File: src/rtl/qpd_pkg.sv
package qpd_pkg;
  localparam int NUM_AXES = 2;
  localparam int AXIS_AZ  = 0;
  localparam int AXIS_RL  = 1;

  typedef enum logic [1:0] {
    ADDR_AZ   = 2'd0,
    ADDR_RL   = 2'd1,
    ADDR_ERR  = 2'd2,
    ADDR_NONE = 2'd3
  } qpd_addr_e;
endpackage

File: src/rtl/qpd_sync.sv
module qpd_sync #(
  parameter int W = 3
) (
  input  logic         clk,
  input  logic         rst_n,
  input  logic [W-1:0] d,
  output logic [W-1:0] q
);
  logic [W-1:0] meta_q;

  always_ff @(posedge clk or negedge rst_n) begin
    if (!rst_n) begin
      meta_q <= '0;
      q      <= '0;
    end else begin
      meta_q <= d;
      q      <= meta_q;
    end
  end
endmodule

File: src/rtl/qpd_axis.sv
module qpd_axis #(
  parameter int CNT_W = 16
) (
  input  logic             clk,
  input  logic             rst_n,
  input  logic             ph_a,
  input  logic             ph_b,
  input  logic             idx,
  output logic [CNT_W-1:0] pos,
  output logic             err
);
  logic [1:0]       prev_q, prev_d;
  logic [1:0]       delta;
  logic             step, bad, up;
  logic [CNT_W-1:0] pos_d;
  logic             err_d;

  always_comb begin
    delta  = {ph_a, ph_b} ^ prev_q;
    step   = ^delta;
    bad    = &delta;
    up     = ph_a ^ prev_q[0];
    prev_d = {ph_a, ph_b};
    err_d  = err | bad;
    pos_d  = pos;
    if (idx) begin
      pos_d = '0;
    end else if (step) begin
      pos_d = up ? pos + 1'b1 : pos - 1'b1;
    end
  end

  always_ff @(posedge clk or negedge rst_n) begin
    if (!rst_n) begin
      prev_q <= '0;
      pos    <= '0;
      err    <= 1'b0;
    end else begin
      prev_q <= prev_d;
      pos    <= pos_d;
      err    <= err_d;
    end
  end
endmodule

File: src/rtl/quad_pos_dual.sv
module quad_pos_dual #(
  parameter int CNT_W = 16
) (
  input  logic             clk,
  input  logic             rst_n,
  input  logic             az_a,
  input  logic             az_b,
  input  logic             az_z,
  input  logic             rl_a,
  input  logic             rl_b,
  input  logic             rl_z,
  input  logic             snap_i,
  input  logic             rd_en,
  input  logic [1:0]       rd_addr,
  output logic [CNT_W-1:0] rd_data
);
  import qpd_pkg::*;

  localparam int PAD_W = CNT_W - NUM_AXES;

  logic             rst_meta_q, rst_n_q;
  logic [2:0]       raw_in  [NUM_AXES];
  logic [2:0]       sync_in [NUM_AXES];
  logic [CNT_W-1:0] pos_cnt [NUM_AXES];
  logic [CNT_W-1:0] snap_q  [NUM_AXES];
  logic [CNT_W-1:0] snap_d  [NUM_AXES];
  logic [NUM_AXES-1:0] err_bits;
  logic [CNT_W-1:0] rd_d;

  always_ff @(posedge clk or negedge rst_n) begin
    if (!rst_n) begin
      rst_meta_q <= 1'b0;
      rst_n_q    <= 1'b0;
    end else begin
      rst_meta_q <= 1'b1;
      rst_n_q    <= rst_meta_q;
    end
  end

  assign raw_in[AXIS_AZ] = {az_a, az_b, az_z};
  assign raw_in[AXIS_RL] = {rl_a, rl_b, rl_z};

  for (genvar g = 0; g < NUM_AXES; g++) begin : g_axis
    qpd_sync #(.W(3)) u_sync (
      .clk   (clk),
      .rst_n (rst_n_q),
      .d     (raw_in[g]),
      .q     (sync_in[g])
    );
    qpd_axis #(.CNT_W(CNT_W)) u_dec (
      .clk   (clk),
      .rst_n (rst_n_q),
      .ph_a  (sync_in[g][2]),
      .ph_b  (sync_in[g][1]),
      .idx   (sync_in[g][0]),
      .pos   (pos_cnt[g]),
      .err   (err_bits[g])
    );
    always_comb begin
      snap_d[g] = snap_i ? pos_cnt[g] : snap_q[g];
    end
    always_ff @(posedge clk or negedge rst_n_q) begin
      if (!rst_n_q) snap_q[g] <= '0;
      else          snap_q[g] <= snap_d[g];
    end
  end

  always_comb begin
    rd_d = rd_data;
    if (rd_en) begin
      case (qpd_addr_e'(rd_addr))
        ADDR_AZ:  rd_d = snap_q[AXIS_AZ];
        ADDR_RL:  rd_d = snap_q[AXIS_RL];
        ADDR_ERR: rd_d = {{PAD_W{1'b0}}, err_bits};
        default:  rd_d = '0;
      endcase
    end
  end

  always_ff @(posedge clk or negedge rst_n_q) begin
    if (!rst_n_q) rd_data <= '0;
    else          rd_data <= rd_d;
  end
endmodule

File: config.mk
export PLATFORM = sky130hd
export DESIGN_NAME = quad_pos_dual
export DESIGN_NICKNAME = d
export VERILOG_FILES = /design/src/rtl/qpd_pkg.sv /design/src/rtl/qpd_sync.sv /design/src/rtl/qpd_axis.sv /design/src/rtl/quad_pos_dual.sv
export SDC_FILE = /design/constraint.sdc
export NUM_CORES = 1
export LEC_CHECK = 0
export BUFFER_PORTS_ARGS = -buffer_cell sky130_fd_sc_hd__buf_2
export CAP_MARGIN = 20
export CORE_MARGIN = 5
export CORE_UTILIZATION = 35
export CTS_CLUSTER_SIZE = 14
export DETAILED_ROUTE_END_ITERATION = 10
export SLEW_MARGIN = 20
export SYNTH_ARGS = -nofsm -noshare
export SYNTH_HDL_FRONTEND = slang
export SYNTH_SLANG_ARGS = --single-unit
File: constraint.sdc
create_clock -name clk -period 3.6 [get_ports clk]
set_clock_uncertainty 0.15 [all_clocks]
set_input_delay 0.18 -clock clk [delete_from_list [all_inputs] [get_ports clk]]
set_output_delay 0.18 -clock clk [all_outputs]
set_load 0.02 [all_outputs]
==> metrics.yaml, run 1 <==
final_layout_size_suffix_gt1_frac: 0.185
clkSlewWorstSetupHoldPaths_ns: 0.07
synth.top_cells.by_area: "sky130_fd_sc_hd__dfrtp_1 49%, sky130_fd_sc_hd__mux2_2 7.3%, sky130_fd_sc_hd__mux2i_1 4.5%"
syn_area_mm2: 0.00506
final_net_count: 522
drt.antenna.violating_nets: 0
worstPathRequired_ns: 3.67
postLayoutCellArea_mm2: 0.00571
synthesis.area_per_instance_um2: 10.3
finalWeightedCongestion: 0.883
place_area_mm2: 0.00532
post-route-period-util: 0.757
number_of_diodes: 0
worst_r2r_startpoint: "g_axis[1].u_sync.q[2]"
cts_tree: "done"
number_of_warnings_reported_in_the_yosys_synthesis_log: 0
post_synth_inst_count: 489
hold_class: "in2reg"
reg2reg_capture_point: "g_axis[1].u_dec.pos[15]"
slack_of_the_worst_reg_to_reg_path_ns: 0.87
rsz0062_at_grt: "no"
power_density_mw_per_mm2: 695
grt_pass1_vias: 3496
post-synth-top-area-fraction: 0.495
share_of_synthesized_flip_flops_with_an_asynchronous_set_or_reset: 1.00
finalWorstPathRequiredPeriod_ns: 2.73
crit_path_start_kind: "flop"
power_leakage_uw: 0.00261
num_io_pins: 28
postSynthNetCount: 509
synthToLayoutAreaGrowth_pct: 12.8
drt_first_iter_violations: 224
die_area_mm2: 0.0170
avg_vias_per_cell: 5.23
clock_root_buffer: "sky130_fd_sc_hd__clkbuf_16"
place_worst_setup_slack_ns: 0.900
cts_resized: 0
number_of_cts_inserted_buffers: 9
worstRegToRegCells: 7
htree_num_levels: 3
wl_per_cell_um: 15.8
worst_slew_pin_slew_ns: 0.785
yosysTopAreaCell: "sky130_fd_sc_hd__dfrtp_1"
port_buffers: 27
synth_seq_cells: 100
clock_latency_on_the_worst_skew_pair_ns: 0.34
cts_setup_buffers: 0
arrival_ns: 2.80
tns_ns: 0
global_route_wire_length_before_repair_um: 18300
drt_first_pass_iters: 4
setup.worst_path.end: "g_axis[1].u_dec.pos[15]"
dr_total_vias: 3614
routed_wl_um: 10900
slew-limit-headroom: 0.477
clk_path_buf_depth: 2
placement_row_count: 44
globalRoute.totalOverflow: 0
chip_height_um: 130
start_util: 0.352
power.ir.vdd_worst_mv: 0.308
setup_viol_count_final: 0
core_area_mm2: 0.0144
seq_total_area_yosys: 0.495
synth.lib_cells_used.distinct: 53
run_status: "finished clean"
cts_sinks: 100
worst_setup_path_startpoint: "g_axis[1].u_sync.q[2]"
slew_viol_final: 0
end_kind: "flop"
fp.dieW_um: 130
detail_route.drc_violations: 0
synth_enable_flop_cells: 0
globalRouteTotalUtil: 0.136
dpl.hpwl_um: 7640
finalHoldViolCount: 0
grt_max_degree: 50
final_core_util: 0.397
max_freq_mhz: 367
worstSetupPathType: "reg2reg"
top_flip_flop_cell_by_instance_count_after_synthesis: "sky130_fd_sc_hd__dfrtp_1"
cap_violations: 0
antenna_found_initial: 0
crit_path_max_fanout: 18
fin_ws_ns: 0.873
cells in the final DEF (no fill, tap or decap), types with 4 or more instances in the layout:
master | netlist | final
sky130_fd_sc_hd__dfrtp_1 | 100 | 99
sky130_fd_sc_hd__nor2_1 | 48 | 48
sky130_fd_sc_hd__mux2_2 | 33 | 33
sky130_fd_sc_hd__buf_2 | 0 | 27
sky130_fd_sc_hd__xor2_1 | 23 | 23
sky130_fd_sc_hd__mux2i_1 | 23 | 23
sky130_fd_sc_hd__o21ai_0 | 19 | 19
sky130_fd_sc_hd__nand2_1 | 18 | 18
sky130_fd_sc_hd__o22ai_1 | 16 | 16
sky130_fd_sc_hd__a21oi_1 | 16 | 16
sky130_fd_sc_hd__inv_1 | 15 | 15
sky130_fd_sc_hd__nor3_1 | 14 | 14
sky130_fd_sc_hd__nand3_1 | 10 | 10
sky130_fd_sc_hd__nor4_1 | 10 | 10
sky130_fd_sc_hd__xnor2_1 | 9 | 9
sky130_fd_sc_hd__nand4_1 | 9 | 9
sky130_fd_sc_hd__clkbuf_16 | 0 | 9
sky130_fd_sc_hd__ha_1 | 8 | 8
sky130_fd_sc_hd__dlygate4sd3_1 | 0 | 8
sky130_fd_sc_hd__nand2b_1 | 7 | 7
sky130_fd_sc_hd__and2_1 | 7 | 7
sky130_fd_sc_hd__or4_1 | 7 | 7
sky130_fd_sc_hd__buf_4 | 0 | 6
sky130_fd_sc_hd__and3_1 | 5 | 5
sky130_fd_sc_hd__and4_1 | 5 | 5
sky130_fd_sc_hd__or2_2 | 4 | 4
sky130_fd_sc_hd__or3_1 | 4 | 4
sky130_fd_sc_hd__a31oi_1 | 4 | 4
sequential cells by signal (all words and copies together), names as in the netlist:
name	flops
g_axis.u_dec.err	2
rd_data	16
rst_meta_q	1
g_axis.u_sync.q	6
g_axis.u_dec.pos	32
snap_q	32
rst_n_q	1
g_axis.u_dec.prev_q	4
g_axis.u_sync.meta_q	6
kinds of logic (layout without fill, tap and decap cells):
| logic type | after synthesis | after routing | share of synthesized area |
|---|---|---|---|
| simple gates | 158 | 158 | 0.167 |
| flops | 100 | 100 | 0.495 |
| compound gates | 76 | 76 | 0.0947 |
| mux | 57 | 57 | 0.121 |
| buf+inv | 56 | 74 | 0.0430 |
| xor+xnor | 33 | 33 | 0.0586 |
| fa+ha+maj | 8 | 8 | 0.0198 |
| other cells | 1 | 1 | 0.000741 |
routing by layer:
| metal | share of wire | vias to the layer above | GRT usage |
|---|---|---|---|
| li1 | - | 1753 | - |
| met1 | 0.51 | 1764 | 0.202 |
| met2 | 0.43 | 81 | 0.196 |
| met3 | 0.041 | 16 | 0.0258 |
| met4 | 0.018 | 0 | 0.0507 |
| met5 | 0 | - | 0 |
layout make-up:
cell class / count / area, um2
Sequential cell: 100 / 2510
Inverter: 17 / 63.8
Tap cell: 184 / 230
Timing Repair Buffer: 41 / 260
Multi-Input combinational cell: 333 / 2340
Fill cell: 1387 / 8660
Clock inverter: 7 / 83.8
Clock buffer: 9 / 225
metrics by stage:
stage,std cells,power (uW),hold slack (ns)
4_1_cts,691,4010,0.122
2_1_floorplan,489,2660,-0.266
3_3_place_gp,667,2950,-0.186
6_report,691,3970,0.144
5_1_grt,691,4240,0.146
3_5_place_dp,667,2990,-0.182
cell usage after synthesis, types with 2 or more instances:
cell type and count:
sky130_fd_sc_hd__dfrtp_1 100, sky130_fd_sc_hd__nor2_1 48, sky130_fd_sc_hd__mux2_2 33, sky130_fd_sc_hd__clkbuf_1 32, sky130_fd_sc_hd__mux2i_1 23, sky130_fd_sc_hd__xor2_1 23
sky130_fd_sc_hd__o21ai_0 19, sky130_fd_sc_hd__nand2_1 18, sky130_fd_sc_hd__a21oi_1 16, sky130_fd_sc_hd__o22ai_1 16, sky130_fd_sc_hd__inv_1 15, sky130_fd_sc_hd__nor3_1 14
sky130_fd_sc_hd__nand3_1 10, sky130_fd_sc_hd__nor4_1 10, sky130_fd_sc_hd__nand4_1 9, sky130_fd_sc_hd__xnor2_1 9, sky130_fd_sc_hd__ha_1 8, sky130_fd_sc_hd__and2_1 7
sky130_fd_sc_hd__nand2b_1 7, sky130_fd_sc_hd__or4_1 7, sky130_fd_sc_hd__buf_1 6, sky130_fd_sc_hd__and3_1 5, sky130_fd_sc_hd__and4_1 5, sky130_fd_sc_hd__a31oi_1 4
sky130_fd_sc_hd__or2_2 4, sky130_fd_sc_hd__or3_1 4, sky130_fd_sc_hd__a31o_2 3, sky130_fd_sc_hd__nor2b_1 3, sky130_fd_sc_hd__nor3b_1 3, sky130_fd_sc_hd__a21boi_0 2
sky130_fd_sc_hd__a41oi_1 2, sky130_fd_sc_hd__o311a_1 2, sky130_fd_sc_hd__o31ai_1 2
worst min-delay path by stage:
stage / start / end / cells after the start
5_1_grt: rd_en / rd_data[1] / 2
4_1_cts: rd_en / rd_data[1] / 2
2_1_floorplan: rst_n / rst_meta_q / 0
6_report: rd_en / rd_data[1] / 2
3_3_place_gp: rst_n / rst_meta_q / 1
3_5_place_dp: rst_n / rst_meta_q / 1
power breakdown:
group	total, uW	internal [uW]	switching (uW)	leakage (uW)
registers	1720	1390	331	0.00130
clock network	992	550	442	0.000148
logic	1260	592	663	0.00116
timing repair:
action,4_1_cts,5_1_grt
hold buffers,8,0
endpoints found under the setup margin,0,0
endpoints found under the hold margin,8,0
worst max-delay path, stage by stage (launching register included):
cell and delay, ns:
sky130_fd_sc_hd__dfrtp_1 0.43, sky130_fd_sc_hd__xor2_2 0.34, sky130_fd_sc_hd__inv_2 0.24, sky130_fd_sc_hd__nor4b_4 0.40, sky130_fd_sc_hd__nor2_1 0.13, sky130_fd_sc_hd__or4_1 0.48, sky130_fd_sc_hd__nand3_1 0.11, sky130_fd_sc_hd__mux2_1 0.32
Note: power is estimated with default switching activity, not from simulation.
==> run 2: changes to the inputs <==
clock period = 2.6 ns   (was 3.6 ns; I/O delays follow)
==> metrics.yaml, run 2 (synthesis results as in run 1) <==
die_area_mm2: 0.0170
placement_row_count: 44
clock_root_buffer: "sky130_fd_sc_hd__clkbuf_16"
num_io_pins: 28
hold_class: "reg2async"
total_switching_power_uw: 1990
dr_total_vias: 3752
reg2reg_capture_point: "g_axis[1].u_dec.pos[15]"
setup_viol_count_final: 0
drt.antenna.violating_nets: 0
tns_ns: 0
cts_setup_buffers: 0
commonest_cells_after_routing_fill_and_taps_aside: "99 x sky130_fd_sc_hd__dfrtp_1, 48 x sky130_fd_sc_hd__nor2_1, 33 x sky130_fd_sc_hd__mux2_2"
detail_route.drc_violations: 0
start_util: 0.352
slack_of_the_worst_reg_to_reg_path_ns: 0.12
end_kind: "flop"
number_of_diodes: 0
run_status: "finished clean"
wl_per_cell_um: 15.5
chip_height_um: 130
core_area_mm2: 0.0144
grt_pass1_vias: 3862
synthToLayoutAreaGrowth_pct: 15.9
cts_sinks: 100
avg_vias_per_cell: 5.28
pwr-share-seq: 0.407
rsz0062_at_grt: "no"
place_worst_setup_slack_ns: 0.0490
cell_internal_pwr_uw: 3560
clk_path_buf_depth: 2
clkSlewWorstSetupHoldPaths_ns: 0.06
routed_wl_um: 11000
number_of_cts_inserted_buffers: 9
finalHoldViolCount: 0
netSwitchingFraction: 0.359
top_regs: "g_axis.u_dec.pos (32), snap_q (32), rd_data (16)"
worstRegToRegCells: 6
antenna_found_initial: 0
clock_latency_on_the_worst_skew_pair_ns: 0.34
arrival_ns: 2.55
power.share.combinational: 0.363
power.ir.vdd_worst_mv: 0.385
slew_viol_final: 0
fin_hold_ws_ns: 0.0692
dpl.hpwl_um: 7760
crit_path_start_kind: "flop"
slew-limit-headroom: 0.525
share_clk_of_total_power: 0.230
drt_first_pass_iters: 6
power_leakage_uw: 0.00271
worstSetupPathType: "reg2reg"
finalWorstPathRequiredPeriod_ns: 2.48
worst_r2r_startpoint: "g_axis[1].u_dec.pos[10]"
global_route_wire_length_before_repair_um: 19300
grt_max_degree: 55
drt_first_iter_violations: 302
fp.dieW_um: 130
power_density_mw_per_mm2: 947
finalWeightedCongestion: 0.921
worstPathRequired_ns: 2.67
crit_path_max_fanout: 4
globalRouteTotalUtil: 0.141
final_core_util: 0.408
layout.cells.most_common: "sky130_fd_sc_hd__dfrtp_1"
htree_num_levels: 3
final_layout_size_suffix_gt1_frac: 0.219
cap_violations: 0
fin_ws_ns: 0.120
post-route-period-util: 0.954
globalRoute.totalOverflow: 0
final_net_count: 541
max_freq_mhz: 403
port_buffers: 27
worst_slew_pin_slew_ns: 0.712
cts_tree: "done"
-- run 2: layout make-up --
type                       instances  area [um2]
tap                              184         230
clock buffer                      12         256
multi-input combinational        333        2360
sequential                       100        2510
inverter                          17        63.8
timing repair buffer              60         415
fill                            1387        8500
clock inverter                     4        33.8
-- run 2: repair_timing --
action	CTS	global route
setup endpoints to repair	0	3
hold buffers	8	0
resized for setup	0	4
hold endpoints to repair	8	0
-- run 2: power groups by stage --
stage	logic (uW)	clock network (uW)	registers, uW
final	2010	1280	2260
after global placement	1910	0	2280
after CTS	1980	1330	2260
after detailed placement	1950	0	2300
after floorplan	1490	0	2190
after global routing	2250	1390	2320
-- run 2: worst max-delay path by stage --
stage	endpoint	depth (start not counted)	startpoint	slack, ns
6_report	g_axis[1].u_dec.pos[15]	6	g_axis[1].u_dec.pos[10]	0.12
5_1_grt	g_axis[1].u_dec.pos[15]	6	g_axis[1].u_dec.pos[10]	0.003
4_1_cts	g_axis[1].u_dec.pos[15]	6	g_axis[1].u_dec.pos[10]	0.04
3_5_place_dp	g_axis[1].u_dec.pos[15]	6	g_axis[1].u_dec.pos[10]	0.05
3_3_place_gp	g_axis[1].u_dec.pos[15]	6	g_axis[1].u_dec.pos[10]	0.08
2_1_floorplan	g_axis[1].u_dec.pos[15]	8	g_axis[1].u_dec.prev_q[0]	0.06
-- run 2: worst max-delay path, cell delays in order (launching register included) --
cell	delay, ns
sky130_fd_sc_hd__dfrtp_1	0.38
sky130_fd_sc_hd__or4_4	0.56
sky130_fd_sc_hd__or4b_1	0.52
sky130_fd_sc_hd__o311ai_2	0.23
sky130_fd_sc_hd__nand4_1	0.12
sky130_fd_sc_hd__nand3_1	0.09
sky130_fd_sc_hd__mux2_1	0.31
-- run 2: metal layers --
metal | wire length [um] | track usage | up-vias | part of all wire
li1 | - | - | 1794 | -
met1 | 5280 | 0.204 | 1835 | 0.48
met2 | 4820 | 0.210 | 103 | 0.44
met3 | 663 | 0.0225 | 20 | 0.060
met4 | 260 | 0.0605 | 0 | 0.024
met5 | 0 | 0 | - | 0
-- run 2: through the flow --
stage | instance area [um2] | std cells | total power [uW]
3_3_place_gp | 5480 | 686 | 4180
2_1_floorplan | 5060 | 489 | 3680
6_report | 5860 | 710 | 5550
4_1_cts | 5850 | 710 | 5570
3_5_place_dp | 5480 | 686 | 4250
5_1_grt | 5860 | 710 | 5970
==> run 3: changes to the inputs <==
CELL_PAD_IN_SITES_DETAIL_PLACEMENT = 1   (was not set)
CELL_PAD_IN_SITES_GLOBAL_PLACEMENT = 1   (was not set)
PLACE_DENSITY_LB_ADDON = 0.1   (was not set)
TNS_END_PERCENT = 20   (was not set)
==> metrics.yaml, run 3 (synthesis results as in run 1) <==
core_area_mm2: 0.0144
layout.cells.most_common: "sky130_fd_sc_hd__dfrtp_1"
worstSetupPathType: "reg2reg"
crit_path_max_fanout: 2
rsz0062_at_grt: "yes"
final_layout_size_suffix_gt1_frac: 0.229
avg_vias_per_cell: 5.29
place_worst_setup_slack_ns: 0.0147
finalWeightedCongestion: 0.827
finalHoldViolCount: 0
dr_total_vias: 3794
hold_class: "in2reg"
number_of_cts_inserted_buffers: 9
cts_sinks: 100
num_io_pins: 28
htree_num_levels: 3
end_kind: "flop"
drt_first_pass_iters: 4
placement_row_count: 44
place_area_mm2: 0.00553
finalWorstPathRequiredPeriod_ns: 2.49
postLayoutCellArea_mm2: 0.00593
die_area_mm2: 0.0170
antenna_found_initial: 0
power.ir.vdd_worst_mv: 0.341
fin_hold_ws_ns: 0.0862
setup_viol_count_final: 0
total_power_uw: 5770
globalRoute.totalOverflow: 0
power_density_mw_per_mm2: 972
drt.antenna.violating_nets: 0
worstPathRequired_ns: 2.68
clkSlewWorstSetupHoldPaths_ns: 0.07
dpl.hpwl_um: 9090
chip_height_um: 130
synthToLayoutAreaGrowth_pct: 17.2
clock_latency_on_the_worst_skew_pair_ns: 0.35
global_route_wire_length_before_repair_um: 21300
arrival_ns: 2.57
top_regs: "g_axis.u_dec.pos (32), snap_q (32), rd_data (16)"
worst_hold_path_endpoint: "rd_data[1]"
drt_first_iter_violations: 167
number_of_diodes: 0
detail_route.drc_violations: 0
slew_viol_final: 0
wl_per_cell_um: 17.6
crit_path_start_kind: "flop"
post-route-period-util: 0.956
power_leakage_uw: 0.00274
fp.dieW_um: 130
reg2reg_capture_point: "g_axis[1].u_dec.pos[15]"
final_net_count: 548
commonest_cells_after_routing_fill_and_taps_aside: "99 x sky130_fd_sc_hd__dfrtp_1, 48 x sky130_fd_sc_hd__nor2_1, 33 x sky130_fd_sc_hd__mux2_2"
worstRegToRegCells: 6
grt_max_degree: 69
fin_ws_ns: 0.115
run_status: "finished clean"
clk_path_buf_depth: 2
grt_pass1_vias: 3989
final_core_util: 0.413
routed_wl_um: 12600
cts_tree: "done"
min-delay-start: "rd_en"
worst_slew_pin_slew_ns: 0.751
start_util: 0.352
slack_of_the_worst_reg_to_reg_path_ns: 0.11
slew-limit-headroom: 0.500
port_buffers: 27
hold_depth: 2
worst_r2r_startpoint: "g_axis[1].u_dec.pos[10]"
clock_root_buffer: "sky130_fd_sc_hd__clkbuf_16"
globalRouteTotalUtil: 0.161
max_freq_mhz: 402
cap_violations: 0
## run 3: worst max path at each step
stage / start / end / cells after the start
after floorplan: g_axis[1].u_sync.q[2] / g_axis[1].u_dec.pos[15] / 8
final: g_axis[1].u_dec.pos[10] / g_axis[1].u_dec.pos[15] / 6
after detailed placement: g_axis[1].u_dec.pos[10] / g_axis[1].u_dec.pos[15] / 6
after global placement: g_axis[1].u_dec.pos[10] / g_axis[1].u_dec.pos[15] / 6
after global routing: g_axis[1].u_dec.prev_q[0] / g_axis[1].u_dec.pos[15] / 7
after CTS: g_axis[1].u_dec.pos[10] / g_axis[1].u_dec.pos[15] / 6
## run 3: metal layers
layer  GRT usage  share of wire
met5           0              0
met4      0.0550          0.015
met3      0.0250          0.030
met2       0.244           0.45
met1       0.234           0.50
## run 3: repair_timing
action,CTS,global route
pin swaps,0,1
resized for setup,1,5
endpoints found under the hold margin,8,0
hold buffers,8,0
buffers inserted,0,0
endpoints found under the setup margin,1,4
## run 3: final cells by class
cell class	instances	area, um2
Tap cell	184	230
Clock inverter	3	46.3
Timing Repair Buffer	67	468
Fill cell	1607	8440
Sequential cell	100	2510
Inverter	17	63.8
Clock buffer	13	250
Multi-Input combinational cell	333	2370
## run 3: stage by stage
| stage | setup TNS, ns | instances |
|---|---|---|
| floorplan | -0.0131 | 489 |
| global placement | 0 | 693 |
| detailed placement | 0 | 693 |
| CTS | 0 | 717 |
| global route | -0.0156 | 717 |
| finish | 0 | 717 |
## run 3: critical path, cell delays in order (launching register included)
cell and delay (ns):
sky130_fd_sc_hd__dfrtp_1 0.38, sky130_fd_sc_hd__or4_4 0.56, sky130_fd_sc_hd__or4b_4 0.51, sky130_fd_sc_hd__o311ai_2 0.23, sky130_fd_sc_hd__nand4_1 0.12, sky130_fd_sc_hd__nand3_1 0.10, sky130_fd_sc_hd__mux2_1 0.32
## run 3: report_power, final
part           total [uW]  switching (uW)  leakage, uW  internal (uW)
sequential           2270             350      0.00130           1920
clock                1360             588     0.000140            776
combinational        2130            1130      0.00130            995
